===== config.mk =====
export PLATFORM = sky130hd
export DESIGN_NAME = rank_lp_ctrl
export DESIGN_NICKNAME = d
export VERILOG_FILES = /design/src/rtl/rank_lp_pkg.sv /design/src/rtl/rank_lp_idle_timer.sv /design/src/rtl/rank_lp_pd_pick.sv /design/src/rtl/rank_lp_fsm.sv /design/src/rtl/rank_lp_ctrl.sv
export SDC_FILE = /design/constraint.sdc
export NUM_CORES = 1
export LEC_CHECK = 0
export ABC_AREA = 1
export BUFFER_PORTS_ARGS = -buffer_cell sky130_fd_sc_hd__buf_2
export CAP_MARGIN = 10
export CORE_MARGIN = 2
export CORE_UTILIZATION = 55
export DETAILED_ROUTE_END_ITERATION = 10
export PLACE_DENSITY = 0.78
export RECOVER_POWER = 50
export SLEW_MARGIN = 10
export SYNTH_ARGS = -nofsm -noshare
export SYNTH_HDL_FRONTEND = slang
export SYNTH_SLANG_ARGS = --single-unit
export TNS_END_PERCENT = 10

===== constraint.sdc =====
create_clock -name clk_i -period 1.82 [get_ports clk_i]
set_input_delay 0 -clock clk_i [delete_from_list [all_inputs] [get_ports clk_i]]
set_output_delay 0 -clock clk_i [all_outputs]
set_load 0.02 [all_outputs]

===== src/rtl/rank_lp_pkg.sv =====
package rank_lp_pkg;

  typedef enum logic [2:0] {
    LP_ACTIVE = 3'd0,
    LP_APD    = 3'd1,
    LP_PPD    = 3'd2,
    LP_PPDOFF = 3'd3,
    LP_SREF   = 3'd4,
    LP_WAKE   = 3'd5
  } lp_state_e;

  typedef enum logic [1:0] {
    PICK_NONE    = 2'd0,
    PICK_ACT     = 2'd1,
    PICK_PRE     = 2'd2,
    PICK_PRE_DLL = 2'd3
  } pd_pick_e;

endpackage


===== src/rtl/rank_lp_idle_timer.sv =====
module rank_lp_idle_timer #(
  parameter int W = 8
) (
  input  logic         clk_i,
  input  logic         rst_ni,
  input  logic         txn_pend_i,
  input  logic [W-1:0] limit_i,
  output logic [W-1:0] count_o,
  output logic         hit_o
);
  localparam logic [W-1:0] CNT_MAX = {W{1'b1}};

  logic [W-1:0] cnt_q, cnt_d;
  logic         cnt_en;

  always_comb begin
    cnt_en = txn_pend_i || (cnt_q != CNT_MAX);
    cnt_d  = txn_pend_i ? '0 : cnt_q + 1'b1;
  end

  always_ff @(posedge clk_i or negedge rst_ni) begin
    if (!rst_ni) begin
      cnt_q <= '0;
    end else if (cnt_en) begin
      cnt_q <= cnt_d;
    end
  end

  assign count_o = cnt_q;
  assign hit_o   = (cnt_q >= limit_i);

  assert_idle_clear_R2: assert property (@(posedge clk_i) disable iff (!rst_ni)
    txn_pend_i |=> (count_o == '0));

  assert_idle_step_R2: assert property (@(posedge clk_i) disable iff (!rst_ni)
    (!txn_pend_i && count_o != CNT_MAX) |=> (count_o == $past(count_o) + 1'b1));

  assert_idle_sat_R2: assert property (@(posedge clk_i) disable iff (!rst_ni)
    (!txn_pend_i && count_o == CNT_MAX) |=> (count_o == CNT_MAX));

endmodule


===== src/rtl/rank_lp_pd_pick.sv =====
module rank_lp_pd_pick
  import rank_lp_pkg::*;
(
  input  logic     [2:0] mode_i,
  input  logic           banks_open_i,
  output pd_pick_e       pick_o
);
  always_comb begin
    pick_o = PICK_NONE;
    case (mode_i)
      3'd1:    pick_o = banks_open_i ? PICK_ACT  : PICK_NONE;
      3'd2:    pick_o = banks_open_i ? PICK_NONE : PICK_PRE;
      3'd3:    pick_o = banks_open_i ? PICK_ACT  : PICK_PRE;
      3'd6:    pick_o = banks_open_i ? PICK_NONE : PICK_PRE_DLL;
      3'd7:    pick_o = banks_open_i ? PICK_ACT  : PICK_PRE_DLL;
      default: pick_o = PICK_NONE;
    endcase
  end

  always_comb begin
    if (mode_i == 3'd0 || mode_i == 3'd4 || mode_i == 3'd5) begin
      assert_reserved_none_R3: assert (pick_o == PICK_NONE);
    end
  end

endmodule


===== src/rtl/rank_lp_fsm.sv =====
module rank_lp_fsm
  import rank_lp_pkg::*;
#(
  parameter int WAKE_W = 4
) (
  input  logic              clk_i,
  input  logic              rst_ni,
  input  logic              txn_pend_i,
  input  logic              pd_hit_i,
  input  logic              sr_hit_i,
  input  logic              sr_en_i,
  input  pd_pick_e          pick_i,
  input  logic [WAKE_W-1:0] wake_dly_i,
  output lp_state_e         state_o,
  output logic              wake_done_o
);
  lp_state_e         st_q, st_d;
  logic [WAKE_W-1:0] wk_q, wk_d;
  logic              sr_go;
  logic              done;

  always_comb begin
    sr_go = sr_en_i && sr_hit_i;
    st_d  = st_q;
    wk_d  = wk_q;
    done  = 1'b0;
    case (st_q)
      LP_ACTIVE: begin
        if (!txn_pend_i) begin
          if (sr_go) begin
            st_d = LP_SREF;
          end else if (pd_hit_i) begin
            case (pick_i)
              PICK_ACT:     st_d = LP_APD;
              PICK_PRE:     st_d = LP_PPD;
              PICK_PRE_DLL: st_d = LP_PPDOFF;
              default:      st_d = LP_ACTIVE;
            endcase
          end
        end
      end
      LP_APD, LP_PPD, LP_PPDOFF: begin
        if (txn_pend_i) begin
          st_d = LP_WAKE;
          wk_d = '0;
        end else if (sr_go) begin
          st_d = LP_SREF;
        end
      end
      LP_SREF: begin
        if (txn_pend_i || !sr_en_i) begin
          st_d = LP_WAKE;
          wk_d = '0;
        end
      end
      LP_WAKE: begin
        if (wk_q >= wake_dly_i) begin
          done = 1'b1;
          st_d = LP_ACTIVE;
        end else begin
          wk_d = wk_q + 1'b1;
        end
      end
      default: st_d = LP_ACTIVE;
    endcase
  end

  always_ff @(posedge clk_i or negedge rst_ni) begin
    if (!rst_ni) begin
      st_q <= LP_ACTIVE;
      wk_q <= '0;
    end else begin
      st_q <= st_d;
      wk_q <= wk_d;
    end
  end

  assign state_o     = st_q;
  assign wake_done_o = done;

  assert_exit_on_txn_R9: assert property (@(posedge clk_i) disable iff (!rst_ni)
    ((st_q == LP_APD || st_q == LP_PPD || st_q == LP_PPDOFF || st_q == LP_SREF)
     && txn_pend_i) |=> (st_q == LP_WAKE));

  assert_no_entry_busy_R2: assert property (@(posedge clk_i) disable iff (!rst_ni)
    (st_q == LP_ACTIVE && txn_pend_i) |=> (st_q == LP_ACTIVE));

  assert_sr_first_R6: assert property (@(posedge clk_i) disable iff (!rst_ni)
    (st_q == LP_ACTIVE && !txn_pend_i && sr_en_i && sr_hit_i) |=> (st_q == LP_SREF));

  assert_done_to_active_R10: assert property (@(posedge clk_i) disable iff (!rst_ni)
    wake_done_o |=> (st_q == LP_ACTIVE));

  assert_wake_hold_R10: assert property (@(posedge clk_i) disable iff (!rst_ni)
    (st_q == LP_WAKE && !wake_done_o) |=> (st_q == LP_WAKE));

endmodule


===== src/rtl/rank_lp_ctrl.sv =====
module rank_lp_ctrl
  import rank_lp_pkg::*;
#(
  parameter int PD_W   = 8,
  parameter int SR_W   = 16,
  parameter int WAKE_W = 4
) (
  input  logic              clk_i,
  input  logic              rst_ni,
  input  logic              txn_pend_i,
  input  logic              banks_open_i,
  input  logic [2:0]        pd_mode_i,
  input  logic [PD_W-1:0]   pd_idle_i,
  input  logic              sr_en_i,
  input  logic [SR_W-1:0]   sr_idle_i,
  input  logic [WAKE_W-1:0] wake_dly_i,
  output logic              cke_o,
  output logic              dll_off_o,
  output logic [2:0]        lp_state_o,
  output logic              wake_done_o
);
  logic [PD_W-1:0] pd_cnt;
  logic [SR_W-1:0] sr_cnt;
  logic            pd_hit, sr_hit;
  pd_pick_e        pick;
  lp_state_e       state;

  rank_lp_idle_timer #(.W(PD_W)) u_pd_timer (
    .clk_i      (clk_i),
    .rst_ni     (rst_ni),
    .txn_pend_i (txn_pend_i),
    .limit_i    (pd_idle_i),
    .count_o    (pd_cnt),
    .hit_o      (pd_hit)
  );

  rank_lp_idle_timer #(.W(SR_W)) u_sr_timer (
    .clk_i      (clk_i),
    .rst_ni     (rst_ni),
    .txn_pend_i (txn_pend_i),
    .limit_i    (sr_idle_i),
    .count_o    (sr_cnt),
    .hit_o      (sr_hit)
  );

  rank_lp_pd_pick u_pick (
    .mode_i       (pd_mode_i),
    .banks_open_i (banks_open_i),
    .pick_o       (pick)
  );

  rank_lp_fsm #(.WAKE_W(WAKE_W)) u_fsm (
    .clk_i       (clk_i),
    .rst_ni      (rst_ni),
    .txn_pend_i  (txn_pend_i),
    .pd_hit_i    (pd_hit),
    .sr_hit_i    (sr_hit),
    .sr_en_i     (sr_en_i),
    .pick_i      (pick),
    .wake_dly_i  (wake_dly_i),
    .state_o     (state),
    .wake_done_o (wake_done_o)
  );

  always_comb begin
    cke_o     = !(state == LP_APD || state == LP_PPD || state == LP_PPDOFF || state == LP_SREF);
    dll_off_o = (state == LP_PPDOFF || state == LP_SREF);
  end

  assign lp_state_o = state;

  assert_reserved_stay_R3: assert property (@(posedge clk_i) disable iff (!rst_ni)
    (state == LP_ACTIVE && !(sr_en_i && sr_hit) &&
     (pd_mode_i == 3'd0 || pd_mode_i == 3'd4 || pd_mode_i == 3'd5))
    |=> (lp_state_o == 3'd0));

  assert_cke_rise_on_exit_R7: assert property (@(posedge clk_i) disable iff (!rst_ni)
    (!cke_o && txn_pend_i) |=> cke_o);

  assert_dll_only_lowcke_R8: assert property (@(posedge clk_i) disable iff (!rst_ni)
    dll_off_o |-> !cke_o);

endmodule


Word-level counts from Yosys, hierarchy flattened --
Cells that the tools add are included.
Cells by class: $lt $le $gt $ge 3, equal/unequal tests 22, add/sub/neg operators 3, reduce and logical (&&, ||, !) cells 15, muxes and demuxes 23
Operator list (number):
- 3-bit two-way mux | 7
- 16-bit by 1-bit adder with 16-bit output, second input constant | 1
- 16-bit greater-or-equal comparator | 1
- 16-bit two-way mux | 1
- 16-bit != test, second input constant | 1
- 3-bit by 2-bit == test with 1-bit output, second input constant | 4
- 3-bit == test, second input constant | 4
- 4-bit two-way mux | 3
- 3-bit case mux with 4 select lines | 1
- 4-bit case mux with 3 select lines | 1
- 2-bit case mux with 5 select lines | 1
- 8-bit by 1-bit adder with 8-bit output, second input constant | 1
- 8-bit greater-or-equal comparator | 1
- 2-bit two-way mux | 4
- 8-bit two-way mux | 1
- 8-bit != test, second input constant | 1
- 1-bit logical OR | 7
- 3-bit by 1-bit == test with 1-bit output, second input constant | 2
- 2-bit != test, second input constant | 3
- 3-bit by 2-bit != test with 1-bit output, second input constant | 2
- 2-bit case mux with 3 select lines | 1
- 5-bit AND reduction | 1
- 4-bit by 1-bit adder with 4-bit output, second input constant | 1
- 2-bit == test, second input constant | 2
- other kinds (10) | 14
Storage, ports and cells: logic and storage cells 70, register bits 31

Logic depth before layout (Yosys ltp) --
depth after elaboration 8, gate-level depth with buffers 16, depth with buffers taken out 16

Cells and area by module --
A second synthesis with hierarchy kept.
Second synthesis, totals: cells, all modules 408, area total of the unflattened synthesis 2785.2 µm²
Modules (own cells, without submodules):
- rank_lp_idle_timer (u_sr_timer) | times used 1, area each 1366.3 µm², sequential area each 400.4 µm², cells an instance 200
- rank_lp_idle_timer (u_pd_timer) | times used 1, area each 681.9 µm², sequential area each 200.2 µm², cells an instance 95
- rank_lp_fsm | times used 1, area each 651.9 µm², sequential area each 175.2 µm², cells an instance 95
- rank_lp_ctrl | times used 1, area each 47.5 µm², sequential area each 0.0 µm², cells an instance 10
- rank_lp_pd_pick | times used 1, area each 37.5 µm², sequential area each 0.0 µm², cells an instance 8

Least setup slack after synthesis --
OpenSTA, ideal clock, no wires.
kind register -> register, start point register u_fsm.st_q[0] (netlist: u_fsm.state_o[0]), end point register u_fsm.wk_q[3], arrival 1.582 ns, stages on the path, launching flop included 9, setup time 0.120 ns, setup slack 0.118 ns, required time 1.700 ns, cells stage by stage dfrtp_1 > nor2_1 > nor2_1 > nor2_1 > a21oi_2 > nand2_1 > nor2_2 > xnor2_1 > nor2_1
On the way: cells in the longest elaborated chain, start to end 4, elaborated cells between the ends (all ways) 12
RTL lines:
- start, declared | line rank_lp_fsm.sv:17 | lp_state_e st_q, st_d;
- start signal, assigned | line rank_lp_fsm.sv:73 | st_q <= st_d;
- 3-bit by 1-bit == test with 1-bit output or 3-bit by 2-bit == test with 1-bit output (tied branches) | line rank_lp_fsm.sv:27 | case (st_q)
- 3-bit OR reduction | line rank_lp_fsm.sv:27
- 2-bit != test (no source line) or 3-bit nonzero test (tied branches)
- 4-bit AND reduction (no source line)
- end signal, assigned | line rank_lp_fsm.sv:74 | wk_q <= wk_d;
- end, declared | line rank_lp_fsm.sv:18 | logic [WAKE_W-1:0] wk_q, wk_d;
Several ways; a longest one is shown, not always the timed one. A chain may end at the register's enable or synchronous reset.

Worst setup path after layout --
start point register u_sr_timer.cnt_q[7] (netlist: u_sr_timer.count_o[7]), end point register u_fsm.st_q[1] (netlist: u_fsm.state_o[1])
On the way: cells in the longest elaborated chain, start to end 5, elaborated cells between the ends (all ways) 8
RTL lines:
- start, declared | line rank_lp_idle_timer.sv:13 | logic [W-1:0] cnt_q, cnt_d;
- start signal, assigned | line rank_lp_idle_timer.sv:25 | cnt_q <= cnt_d;
- 16-bit greater-or-equal comparator (*) | line rank_lp_idle_timer.sv:30 | assign hit_o = (cnt_q >= limit_i);
- 1-bit logical AND (*) | line rank_lp_fsm.sv:23 | sr_go = sr_en_i && sr_hit_i;
- 3-bit two-way mux | line rank_lp_fsm.sv:30 | if (sr_go) begin
- 3-bit two-way mux | line rank_lp_fsm.sv:29 | if (!txn_pend_i) begin
- 3-bit case mux with 4 select lines | line rank_lp_fsm.sv:27
Mark *: on every way between the ends. The rest lies on a longest branch, timed or not. The select of a mux whose other input is x is not followed.

==> metrics <==
outcome=finished, final reports clean; minimum clock period=1.784 ns; nets=464; Max Cap Viol=0; crit path DAT=2.01 ns; critical path startpoint=u_sr_timer.count_o[7]; Root Driver=clkbuf_8; DRC viols=0; count of cell types in the netlist=31; leakage=1.637 nW; Fin Setup TNS=0 ns; Net Count, Synth=408; largest family of logic cells by synthesized area=simple AND/OR/NAND/NOR gates; reg2reg start=u_sr_timer.count_o[7]; total congestion overflow=0; I/O pin count=42; antenna cells=0; Post-synth EDFFs=0; die width=slightly above 70 microns; final hold vios=0; #FFs+latches synth=31; Area growth syn-to-layout=18.89%; commonest non-fill, non-tap cells in the layout=69 x inv_1, 58 x nand2_1, 40 x buf_2, 31 x nor2_1, 31 x dfrtp_1; vias=2318; Startpoint Class=register; Post-Synth Simple-Gate Area=26.95%; critical path required time=2.04 ns; WL final=5.109 mm; clk slew on worst S/H paths=0.06 ns; vias in the first global route=2159; clk_lat worst skew=0.28 ns; drt first pass iters=4; vias per cell=5.163; fin. max-slew vios=0; Port Buffer Count=41; htree depth=2; Max Fanout on Critical Path=5; global-route wire length before repair=just over 9 mm; site row count=24; Synth Flop Type=dfrtp_1; Synth Area in Compound Gates=12.91%; final clock skew=0.007658 ns; most common cell after layout, fill and taps aside=inv_1; die area=5006 sq um; Final GP Congestion=0.8693; total power=2.261 mW; fmax=around 560 MHz; Avg WL per Cell=11.38 microns; post-route insts no fill=~450; initial antenna violation count=0; core area=4324 sq um; Hold Crit Start=txn_pend_i; pin count of the biggest net entering global routing=32; # clock sinks=31; adder-cell area share of the yosys netlist=15.82%; sequential area share after synthesis=31.65%; RSZ-0062 raised after global routing=true; Mapped Area=2451 sq um; clock tree buffer depth=2; Mean Syn Cell Area=7.188 sq um; share of cells above drive strength 1=21.16%; Slew @ Worst Pin=0.7601 ns; HP Class=input port to register; Initial Util=56.68%; number of warnings issued by yosys=0; PwrDens=around 780 nW/um^2; chip height=about 70 microns; Critical Path End Type=register; slew margin rel.=49.33%; IR drop worst, VDD=around 0.44 mV; dpl hpwl=4.073 mm; XOR/XNOR share of the synthesized area=1.072%; placed cells=440; Tcrit/Tclk final=98.04%; asr flop ratio synth=100.0%; Core Util, Final=67.39%; cells after synthesis=341; All-Layer GR Usage=22.13%; Inserted Clock Buffers=5; number of setup violations in the final report=0; mux contribution to synthesized area=0%; Routed Antenna Nets=0; CTS tree=done; starting DRC count in detailed routing=between 100 and 150; critical path class=register to register
[critical path: stages, from the launching register on]
cell	delay [ns]
dfrtp_1	0.38
ha_1	0.30
a21oi_1	0.17
nand2_1	0.09
nor2_1	0.10
nand2_1	0.08
nand2_1	0.07
nand2_1	0.07
nand2_2	0.12
nand2_1	0.08
nor2_1	0.11
nand3_1	0.08
nand2_1	0.07
[sequential cells by signal, indices dropped and copies added (netlist names)]
signal,cells
u_fsm.state_o,3
u_fsm.wk_q,4
u_pd_timer.count_o,8
u_sr_timer.count_o,16
[final timing paths]
| kind | endpoint | slack, ns | depth (start not counted) |
|---|---|---|---|
| worst min-delay path | u_sr_timer.count_o[15] | 0.08 | 2 |
| worst max-delay path | u_fsm.state_o[1] | 0.04 | 12 |
| worst min register to register | u_fsm.wk_q[1] | 0.56 | 2 |
| worst max register to register | u_fsm.state_o[1] | 0.04 | 12 |
| max in group asynchronous | u_pd_timer.count_o[2] | 1.00 | 2 |
| min in group asynchronous | u_fsm.wk_q[1] | 0.32 | 2 |
[where the power goes]
part           total [mW]  internal (mW)  switching, mW  leakage, nW
clock               0.536          0.296          0.240       0.0470
combinational       0.900          0.327          0.573         1.17
sequential          0.825          0.755         0.0706        0.422
total                2.26           1.38          0.884         1.64
[stage by stage]
step | setup slack, ns | hold slack [ns] | area [sq um]
final | 0.03568 | 0.07593 | 2914
after global routing | -0.1421 | 0.07484 | 2914
after CTS | 0.02648 | 0.06302 | 2884
after detailed placement | -0.05245 | 0.08093 | 2775
after global placement | 0.03548 | 0.07878 | 2775
after floorplan | 0.1178 | -0.2956 | 2451
[synth_stat cells (3+ instances only)]
| cell | number | share of area, % |
|---|---|---|
| a21oi_1 | 23 | 4.7 |
| nor3_2 | 3 | 1.2 |
| o21ai_0 | 18 | 3.7 |
| ha_1 | 31 | 16 |
| a31oi_1 | 4 | 1.0 |
| nand4_1 | 6 | 1.5 |
| nand2_2 | 5 | 1.3 |
| nand3_1 | 24 | 4.9 |
| inv_2 | 3 | 0.46 |
| nand2_1 | 62 | 9.5 |
| nor2_1 | 31 | 4.7 |
| nor3_1 | 8 | 1.6 |
| inv_1 | 69 | 11 |
| dfrtp_1 | 31 | 32 |
[repair_timing]
action                                  in CTS  in global routing
hold buffers                                 1                  0
endpoints found under the setup margin       3                 12
pin swaps                                    0                  0
endpoints found under the hold margin       31                  0
setup buffers                                0                  1
resized for setup                            3                  5
[routing by layer]
layer | GRT usage (%) | share of wire, %
met1 | 30.97 | 49
met2 | 36.14 | 45
met3 | 3.846 | 4.7
met4 | 5.031 | 0.86
met5 | 0 | 0
[kinds of logic (layout without fill, tap and decap cells)]
kind of cell | Yosys count | count (layout)
DFF | 31 | 31
and+or+nand+nor | 145 | 145
xor gates and xnor gates | 3 | 3
AOI/OAI and AO/OA | 56 | 56
buffers and inverters | 75 | 131
adders and majority gates | 31 | 31
[cell type report]
| class | instances | area (sq um) |
|---|---|---|
| multi-input cells | 235 | 1425 |
| fillers | 397 | 1410 |
| flip-flops and latches | 31 | 775.7 |
| repair buffers | 52 | 290.3 |
| inverters | 72 | 270.3 |
| clock buffers | 6 | 82.58 |
| well taps | 52 | 65.06 |
| clock inverters | 1 | 5.005 |
(Power assumes the default switching activity.)
